File: src/rtl/bldc_pkg.sv
package bldc_pkg;

  localparam int unsigned NUM_STEPS = 6;
  localparam logic [5:0] LOW_SIDE_MASK = 6'b101010;

  typedef enum logic [1:0] {
    MODE_STATIC = 2'd0,
    MODE_CHOP   = 2'd1,
    MODE_RSV2   = 2'd2,
    MODE_RSV3   = 2'd3
  } driveMode_e;

  typedef struct packed {
    logic advance;    // step boundary reached on this tick
    logic dirCw;      // direction to use for the advance
    logic clearStep;  // drive disabled: return step to zero
    logic loadBlank;  // reload blanking counter
    logic decBlank;   // tick inside an interval: count blanking down
    logic chopOn;     // high side may conduct this cycle
    logic driveOk;    // enabled, not braking, valid mode
  } ctrlStrobe_t;

  function automatic logic [5:0] stepGates(input logic [2:0] s);
    case (s)
      3'd0:    return 6'h09;
      3'd1:    return 6'h21;
      3'd2:    return 6'h24;
      3'd3:    return 6'h06;
      3'd4:    return 6'h12;
      3'd5:    return 6'h18;
      default: return 6'h00;
    endcase
  endfunction

endpackage

File: src/rtl/bldc_ctrl.sv
module bldc_ctrl
  import bldc_pkg::*;
#(
  parameter int unsigned PERIOD_W = 16
) (
  input  logic                clk,
  input  logic                rstN,
  input  logic                tickEn,
  input  logic                enable,
  input  logic                brakeN,
  input  logic [1:0]          mode,
  input  logic                dirCw,
  input  logic [PERIOD_W-1:0] periodTicks,
  input  logic [PERIOD_W-1:0] dutyCmp,
  output ctrlStrobe_t         strb
);

  localparam int unsigned EXT_W = PERIOD_W + 1;

  logic [PERIOD_W-1:0] perCnt;
  logic                modeValid;
  logic                driveOk;
  logic                atEnd;

  assign modeValid = (mode == MODE_STATIC) || (mode == MODE_CHOP);
  assign driveOk   = enable && brakeN && modeValid;
  // a zero period compares as "end reached" on every tick
  assign atEnd = ({1'b0, perCnt} + EXT_W'(1)) >= {1'b0, periodTicks};

  always_ff @(posedge clk) begin
    if (!rstN) begin
      perCnt <= '0;
    end else if (!enable) begin
      perCnt <= '0;
    end else if (driveOk && tickEn) begin
      perCnt <= atEnd ? '0 : perCnt + PERIOD_W'(1);
    end
  end

  always_comb begin
    strb.driveOk   = driveOk;
    strb.dirCw     = dirCw;
    strb.advance   = driveOk && tickEn && atEnd;
    strb.clearStep = !enable;
    strb.loadBlank = !driveOk || (tickEn && atEnd);
    strb.decBlank  = driveOk && tickEn && !atEnd;
    strb.chopOn    = (mode == MODE_STATIC) || (perCnt < dutyCmp);
  end


  disabled_clears_count_chk: assert property (@(posedge clk) disable iff (!rstN)
    (!enable) |=> (perCnt == '0));


  brake_freezes_count_chk: assert property (@(posedge clk) disable iff (!rstN)
    (!brakeN && enable) |=> $stable(perCnt));

endmodule

File: src/rtl/bldc_datapath.sv
module bldc_datapath
  import bldc_pkg::*;
#(
  parameter int unsigned DEAD_W = 4
) (
  input  logic              clk,
  input  logic              rstN,
  input  ctrlStrobe_t       strb,
  input  logic              brakeN,
  input  logic [DEAD_W-1:0] deadTicks,
  output logic [5:0]        gateOut,
  output logic              brakeActive
);

  localparam logic [2:0] LAST_STEP = 3'(NUM_STEPS - 1);

  logic [2:0]        stepIdx;
  logic [DEAD_W-1:0] blankCnt;
  logic [5:0]        gateNext;

  always_ff @(posedge clk) begin
    if (!rstN) begin
      stepIdx <= '0;
    end else if (strb.clearStep) begin
      stepIdx <= '0;
    end else if (strb.advance) begin
      if (strb.dirCw) stepIdx <= (stepIdx == LAST_STEP) ? 3'd0 : stepIdx + 3'd1;
      else            stepIdx <= (stepIdx == 3'd0) ? LAST_STEP : stepIdx - 3'd1;
    end
  end

  always_ff @(posedge clk) begin
    if (!rstN) begin
      blankCnt <= '0;
    end else if (strb.loadBlank) begin
      blankCnt <= deadTicks;
    end else if (strb.decBlank && (blankCnt != '0)) begin
      blankCnt <= blankCnt - DEAD_W'(1);
    end
  end

  always_comb begin
    if (!brakeN) begin
      gateNext = LOW_SIDE_MASK;
    end else if (!strb.driveOk || (blankCnt != '0)) begin
      gateNext = '0;
    end else begin
      gateNext = stepGates(stepIdx) & (strb.chopOn ? 6'h3F : LOW_SIDE_MASK);
    end
  end

  always_ff @(posedge clk) begin
    if (!rstN) begin
      gateOut     <= '0;
      brakeActive <= 1'b0;
    end else begin
      gateOut     <= gateNext;
      brakeActive <= !brakeN;
    end
  end


  no_shoot_through_chk: assert property (@(posedge clk)
    (gateOut & (gateOut >> 1) & 6'b010101) == 6'b0);


  step_in_range_chk: assert property (@(posedge clk) disable iff (!rstN)
    stepIdx < 3'(NUM_STEPS));


  brake_forces_low_chk: assert property (@(posedge clk) disable iff (!rstN)
    (!brakeN) |=> (gateOut == LOW_SIDE_MASK && brakeActive));


  blank_keeps_off_chk: assert property (@(posedge clk) disable iff (!rstN)
    (brakeN && blankCnt != '0) |=> (gateOut == 6'b0));


  step_only_on_advance_chk: assert property (@(posedge clk) disable iff (!rstN)
    (!strb.advance && !strb.clearStep) |=> $stable(stepIdx));

endmodule

File: src/rtl/bldc_sixstep.sv
module bldc_sixstep
  import bldc_pkg::*;
#(
  parameter int unsigned PERIOD_W = 16,
  parameter int unsigned DEAD_W   = 4
) (
  input  logic                clk,
  input  logic                rstN,
  input  logic                tickEn,
  input  logic                enable,
  input  logic [1:0]          mode,
  input  logic                dirCw,
  input  logic [DEAD_W-1:0]   deadTicks,
  input  logic [PERIOD_W-1:0] periodTicks,
  input  logic [PERIOD_W-1:0] dutyCmp,
  input  logic                brakeN,
  output logic [5:0]          gateOut,
  output logic                brakeActive
);

  ctrlStrobe_t strb;

  bldc_ctrl #(.PERIOD_W(PERIOD_W)) u_ctrl (
    .clk         (clk),
    .rstN        (rstN),
    .tickEn      (tickEn),
    .enable      (enable),
    .brakeN      (brakeN),
    .mode        (mode),
    .dirCw       (dirCw),
    .periodTicks (periodTicks),
    .dutyCmp     (dutyCmp),
    .strb        (strb)
  );

  bldc_datapath #(.DEAD_W(DEAD_W)) u_dp (
    .clk         (clk),
    .rstN        (rstN),
    .strb        (strb),
    .brakeN      (brakeN),
    .deadTicks   (deadTicks),
    .gateOut     (gateOut),
    .brakeActive (brakeActive)
  );


  disabled_outputs_off_chk: assert property (@(posedge clk) disable iff (!rstN)
    (!enable && brakeN) |=> (gateOut == 6'b0));

endmodule

File: config.mk
export PLATFORM = sky130hd
export DESIGN_NAME = bldc_sixstep
export DESIGN_NICKNAME = d
export VERILOG_FILES = /design/src/rtl/bldc_pkg.sv /design/src/rtl/bldc_ctrl.sv /design/src/rtl/bldc_datapath.sv /design/src/rtl/bldc_sixstep.sv
export SDC_FILE = /design/constraint.sdc
export NUM_CORES = 1
export LEC_CHECK = 0
export BUFFER_PORTS_ARGS = -buffer_cell sky130_fd_sc_hd__buf_2
export CAP_MARGIN = 20
export CORE_UTILIZATION = 50
export DETAILED_ROUTE_END_ITERATION = 10
export PLACE_DENSITY = 0.79
export SYNTH_ARGS = -nofsm -noshare
export SYNTH_HDL_FRONTEND = slang
export SYNTH_HIERARCHICAL = 1
export SYNTH_SLANG_ARGS = --single-unit
File: constraint.sdc
create_clock -name clk -period 3.36 [get_ports clk]
set_input_delay 0.336 -clock clk [delete_from_list [all_inputs] [get_ports clk]]
set_output_delay 0.336 -clock clk [all_outputs]
set_load 0.02 [all_outputs]
==> results.sh <==
export IMPL_worst_endpoint_required_ns=3.55
export IMPL_simple_gate_share_of_the_synthesized_area=0.252
export IMPL_synth_adder_area_share=0.175
export IMPL_gr_usage_all_layers=0.233
export IMPL_antenna_found_initial=0
export IMPL_antennaDiodeCount=0
export IMPL_ratio_of_final_minimum_period_to_clock_period=0.953
export IMPL_numCtsBuffers=5
export IMPL_initial_utilization=0.523
export IMPL_first_pass_grt_wire_length_um=9630
export IMPL_placementRows=25
export IMPL_postCtsHoldBufs=0
export IMPL_ir_drop_uv=254
export IMPL_ys_types=52
export IMPL_synth_cells=317
export IMPL_tritoncts="built"
export IMPL_grt_ovfl_total=0
export IMPL_timing_critical_path_to_type="flop"
export IMPL_slowest_stage="sky130_fd_sc_hd__or3b_2"
export IMPL_grt_start_max_net_pins=15
export IMPL_power_leakage_nw=1.52
export IMPL_timing_hold_worst_class="in -> reg"
export IMPL_clock_transition_at_path_regs_ns=0.07
export IMPL_main_combinational_cell_family_by_area_after_synthesis="simple AND/OR/NAND/NOR gates"
export IMPL_floorplan_die_area_mm2=0.00530
export IMPL_cts_max_path_bufs=2
export IMPL_timing_critical_path_fanout_max=14
export IMPL_synth_compound_area_frac=0.177
export IMPL_design_final_nets=455
export IMPL_timing_max_transition_violations_final=0
export IMPL_totalPowerFinal_uw=932
export IMPL_synthesis_nets=396
export IMPL_count_of_max_cap_constraint_violations=0
export IMPL_area_growth_synth_to_final_pct=23.0
export IMPL_finalCriticalPeriod_ns=3.20
export IMPL_final_area_mm2=0.00308
export IMPL_synth_area_per_cell_um2=7.90
export IMPL_hold_path_cell_count=3
export IMPL_synth_seq_area_share=0.240
export IMPL_route_final_wire_length_um=5940
export IMPL_final_antenna_net_count=0
export IMPL_detail_route_vias_per_cell=5.45
export IMPL_routed_via_count=2419
export IMPL_detailed_place_area_mm2=0.00287
export IMPL_path_cells="and3_1, nand3_1, or3b_2, xnor2_1, ha_1, nand3_1, nor2_1, o311ai_0, and4_1, buf_4, a21oi_4, o21ai_0, a221oi_1"
export IMPL_total_number_of_clock_tree_sinks=30
export IMPL_cts_root_buf="sky130_fd_sc_hd__clkbuf_8"
export IMPL_cts_max_level=2
export IMPL_worst_slew_pin_transition_ns=0.976
export IMPL_most_common_layout_cells="sky130_fd_sc_hd__buf_2 (50), sky130_fd_sc_hd__inv_1 (41), sky130_fd_sc_hd__ha_1 (34)"
export IMPL_insertion_delay_ns=0.29
export IMPL_finalSetupViolCount=0
export IMPL_io_buf_count=50
export IMPL_critPathMostFrequentCell="sky130_fd_sc_hd__nand3_1"
export IMPL_synth_async_sr_flop_share=0
export IMPL_utilization=0.644
export IMPL_relSlewSlack=0.350
export IMPL_synth_xor_area_share=0.0594
export IMPL_core_area_mm2=0.00479
export IMPL_synthesis_yosys_warnings=6
export IMPL_powerDensity_mw_per_mm2=302
export IMPL_first_global_vias=2157
export IMPL_hold_viol=0
export IMPL_setup_tns_final_ns=0
export IMPL_layout_cells_most_common="sky130_fd_sc_hd__buf_2"
export IMPL_floorplan_io_pins=51
export IMPL_drt_iter0_markers=124
export IMPL_ys_seq_elements=30
export IMPL_chipWidth_um=72.8
export IMPL_place_ws_ns=-0.0416
export IMPL_max_freq_mhz=312
export IMPL_post_synth_mux_area_share=0.00400
export IMPL_worstRegToRegCells=13
export IMPL_detailedPlacementHpwl_um=4500
export IMPL_detailed_route_wire_length_per_cell_um=13.4
export IMPL_die_h_um=72.8
export IMPL_outcome="finished, final reports clean"
export IMPL_timing_setup_critical_path_class="reg -> reg"
export IMPL_count_of_flip_flops_with_a_built_in_enable_after_synthesis=0
export IMPL_drc=0
export IMPL_worst_path_largest_cell_delay_ns=0.52
export IMPL_crit_path_start_kind="flop"
export IMPL_cp_data_arrival_time_ns=3.39
export IMPL_synth_cell_area_mm2=0.00250
export IMPL_drt_first_pass_iters=4
export IMPL_gp_routability_congestion=0.859
export IMPL_synth_main_ff_cell="sky130_fd_sc_hd__dfxtp_1"
export IMPL_final_layout_size_suffix_gt1_frac=0.257
export IMPL_setup_ws_final_ns=0.157
export IMPL_layout_filler_cells=434
export IMPL_timing_clock_skew_ns=0.00535
==> layer usage <==
layer	global-route usage	vias to the layer above	routed length, um
met3	0.0401	5	256
met5	0	-	0
li1	-	1235	-
met2	0.379	70	2870
met1	0.321	1109	2780
met4	0.0545	0	29
==> cells in the mapped netlist (2+ instances only) <==
cell | n | area share
sky130_fd_sc_hd__inv_1 | 42 | 0.063
sky130_fd_sc_hd__ha_1 | 35 | 0.17
sky130_fd_sc_hd__dfxtp_1 | 30 | 0.24
sky130_fd_sc_hd__nand2_1 | 28 | 0.042
sky130_fd_sc_hd__nand3_1 | 18 | 0.036
sky130_fd_sc_hd__a21oi_1 | 17 | 0.034
sky130_fd_sc_hd__nor2_1 | 16 | 0.024
sky130_fd_sc_hd__o21ai_0 | 11 | 0.022
sky130_fd_sc_hd__nand4_1 | 10 | 0.025
sky130_fd_sc_hd__xnor2_1 | 10 | 0.035
sky130_fd_sc_hd__nor3_1 | 8 | 0.016
sky130_fd_sc_hd__a22o_1 | 7 | 0.024
sky130_fd_sc_hd__o211ai_1 | 7 | 0.021
sky130_fd_sc_hd__xor2_1 | 7 | 0.024
sky130_fd_sc_hd__and3_1 | 6 | 0.015
sky130_fd_sc_hd__clkbuf_1 | 6 | 0.0090
sky130_fd_sc_hd__buf_2 | 5 | 0.010
sky130_fd_sc_hd__a31oi_1 | 4 | 0.010
sky130_fd_sc_hd__a211o_1 | 3 | 0.010
sky130_fd_sc_hd__a21o_1 | 3 | 0.0090
sky130_fd_sc_hd__nand2b_1 | 3 | 0.0075
sky130_fd_sc_hd__nor3b_1 | 3 | 0.0090
sky130_fd_sc_hd__a21boi_0 | 2 | 0.0060
sky130_fd_sc_hd__and4_1 | 2 | 0.0070
sky130_fd_sc_hd__buf_4 | 2 | 0.0060
sky130_fd_sc_hd__nand3_4 | 2 | 0.014
sky130_fd_sc_hd__nor2b_1 | 2 | 0.0050
sky130_fd_sc_hd__o21a_1 | 2 | 0.0060
sky130_fd_sc_hd__o31ai_1 | 2 | 0.0060
sky130_fd_sc_hd__or3b_2 | 2 | 0.0070
==> final cells by class <==
cell class,instances,area (um2),area share
Multi-Input combinational cell,231,1720,0.558
Sequential cell,30,607,0.197
Timing Repair Buffer,66,370,0.120
Inverter,42,158,0.0512
Tap cell,67,83.8,0.0272
Clock buffer,6,82.6,0.0268
Clock inverter,2,60.1,0.0195
==> logic make-up (layout without fill, tap and decap cells) <==
kind of cell	after synthesis	count (layout)
AND/OR/NAND/NOR	112	112
AO/OA/AOI/OAI	66	66
buffers and inverters	56	116
adder cells (fa/ha/maj)	35	35
flip-flops	30	30
XOR/XNOR	17	17
multiplexers	1	1
==> final timing paths <==
kind	slack [ns]	start	end
worst max-delay path	0.16	u_ctrl/perCnt[0]	u_dp/stepIdx[2]
worst min-delay path	0.30	deadTicks[1]	u_dp/blankCnt[1]
worst max register to register	0.16	u_ctrl/perCnt[0]	u_dp/stepIdx[2]
worst min register to register	0.51	u_ctrl/perCnt[5]	u_ctrl/perCnt[5]
==> sequential cells by signal, indices dropped and copies added (netlist names) <==
register and count:
u_dp/gateOut 6, u_ctrl/perCnt 16, u_dp/blankCnt 4, u_dp/brakeActive 1
u_dp/stepIdx 3
==> metrics by stage <==
stage	hold slack (ns)	std cells
after global placement	0.515	434
after global routing	0.325	444
after floorplan	0.474	317
final	0.304	444
after CTS	0.306	442
after detailed placement	0.517	434
==> critical path: cells and delay by family, from the launching register on <==
| family | cells | cell delay (ns) |
|---|---|---|
| simple gates | 6 | 1.31 |
| xor+xnor | 1 | 0.15 |
| buf+inv | 1 | 0.20 |
| fa+ha+maj | 1 | 0.28 |
| compound gates | 4 | 0.79 |
| flops | 1 | 0.38 |
==> power by group <==
| group | leakage (nW) | switching (mW) | internal [mW] | total (mW) |
|---|---|---|---|---|
| Combinational | 1.20 | 0.0535 | 0.0448 | 0.0983 |
| Sequential | 0.246 | 0.00433 | 0.362 | 0.366 |
| Clock | 0.0714 | 0.151 | 0.316 | 0.468 |
| Total | 1.52 | 0.209 | 0.723 | 0.932 |
==> repair_timing <==
action,4_1_cts,5_1_grt
endpoints found under the setup margin,2,6
resized for setup,1,14
setup buffers,0,2
pin swaps,0,3
Power figures use the tool's default switching activity.
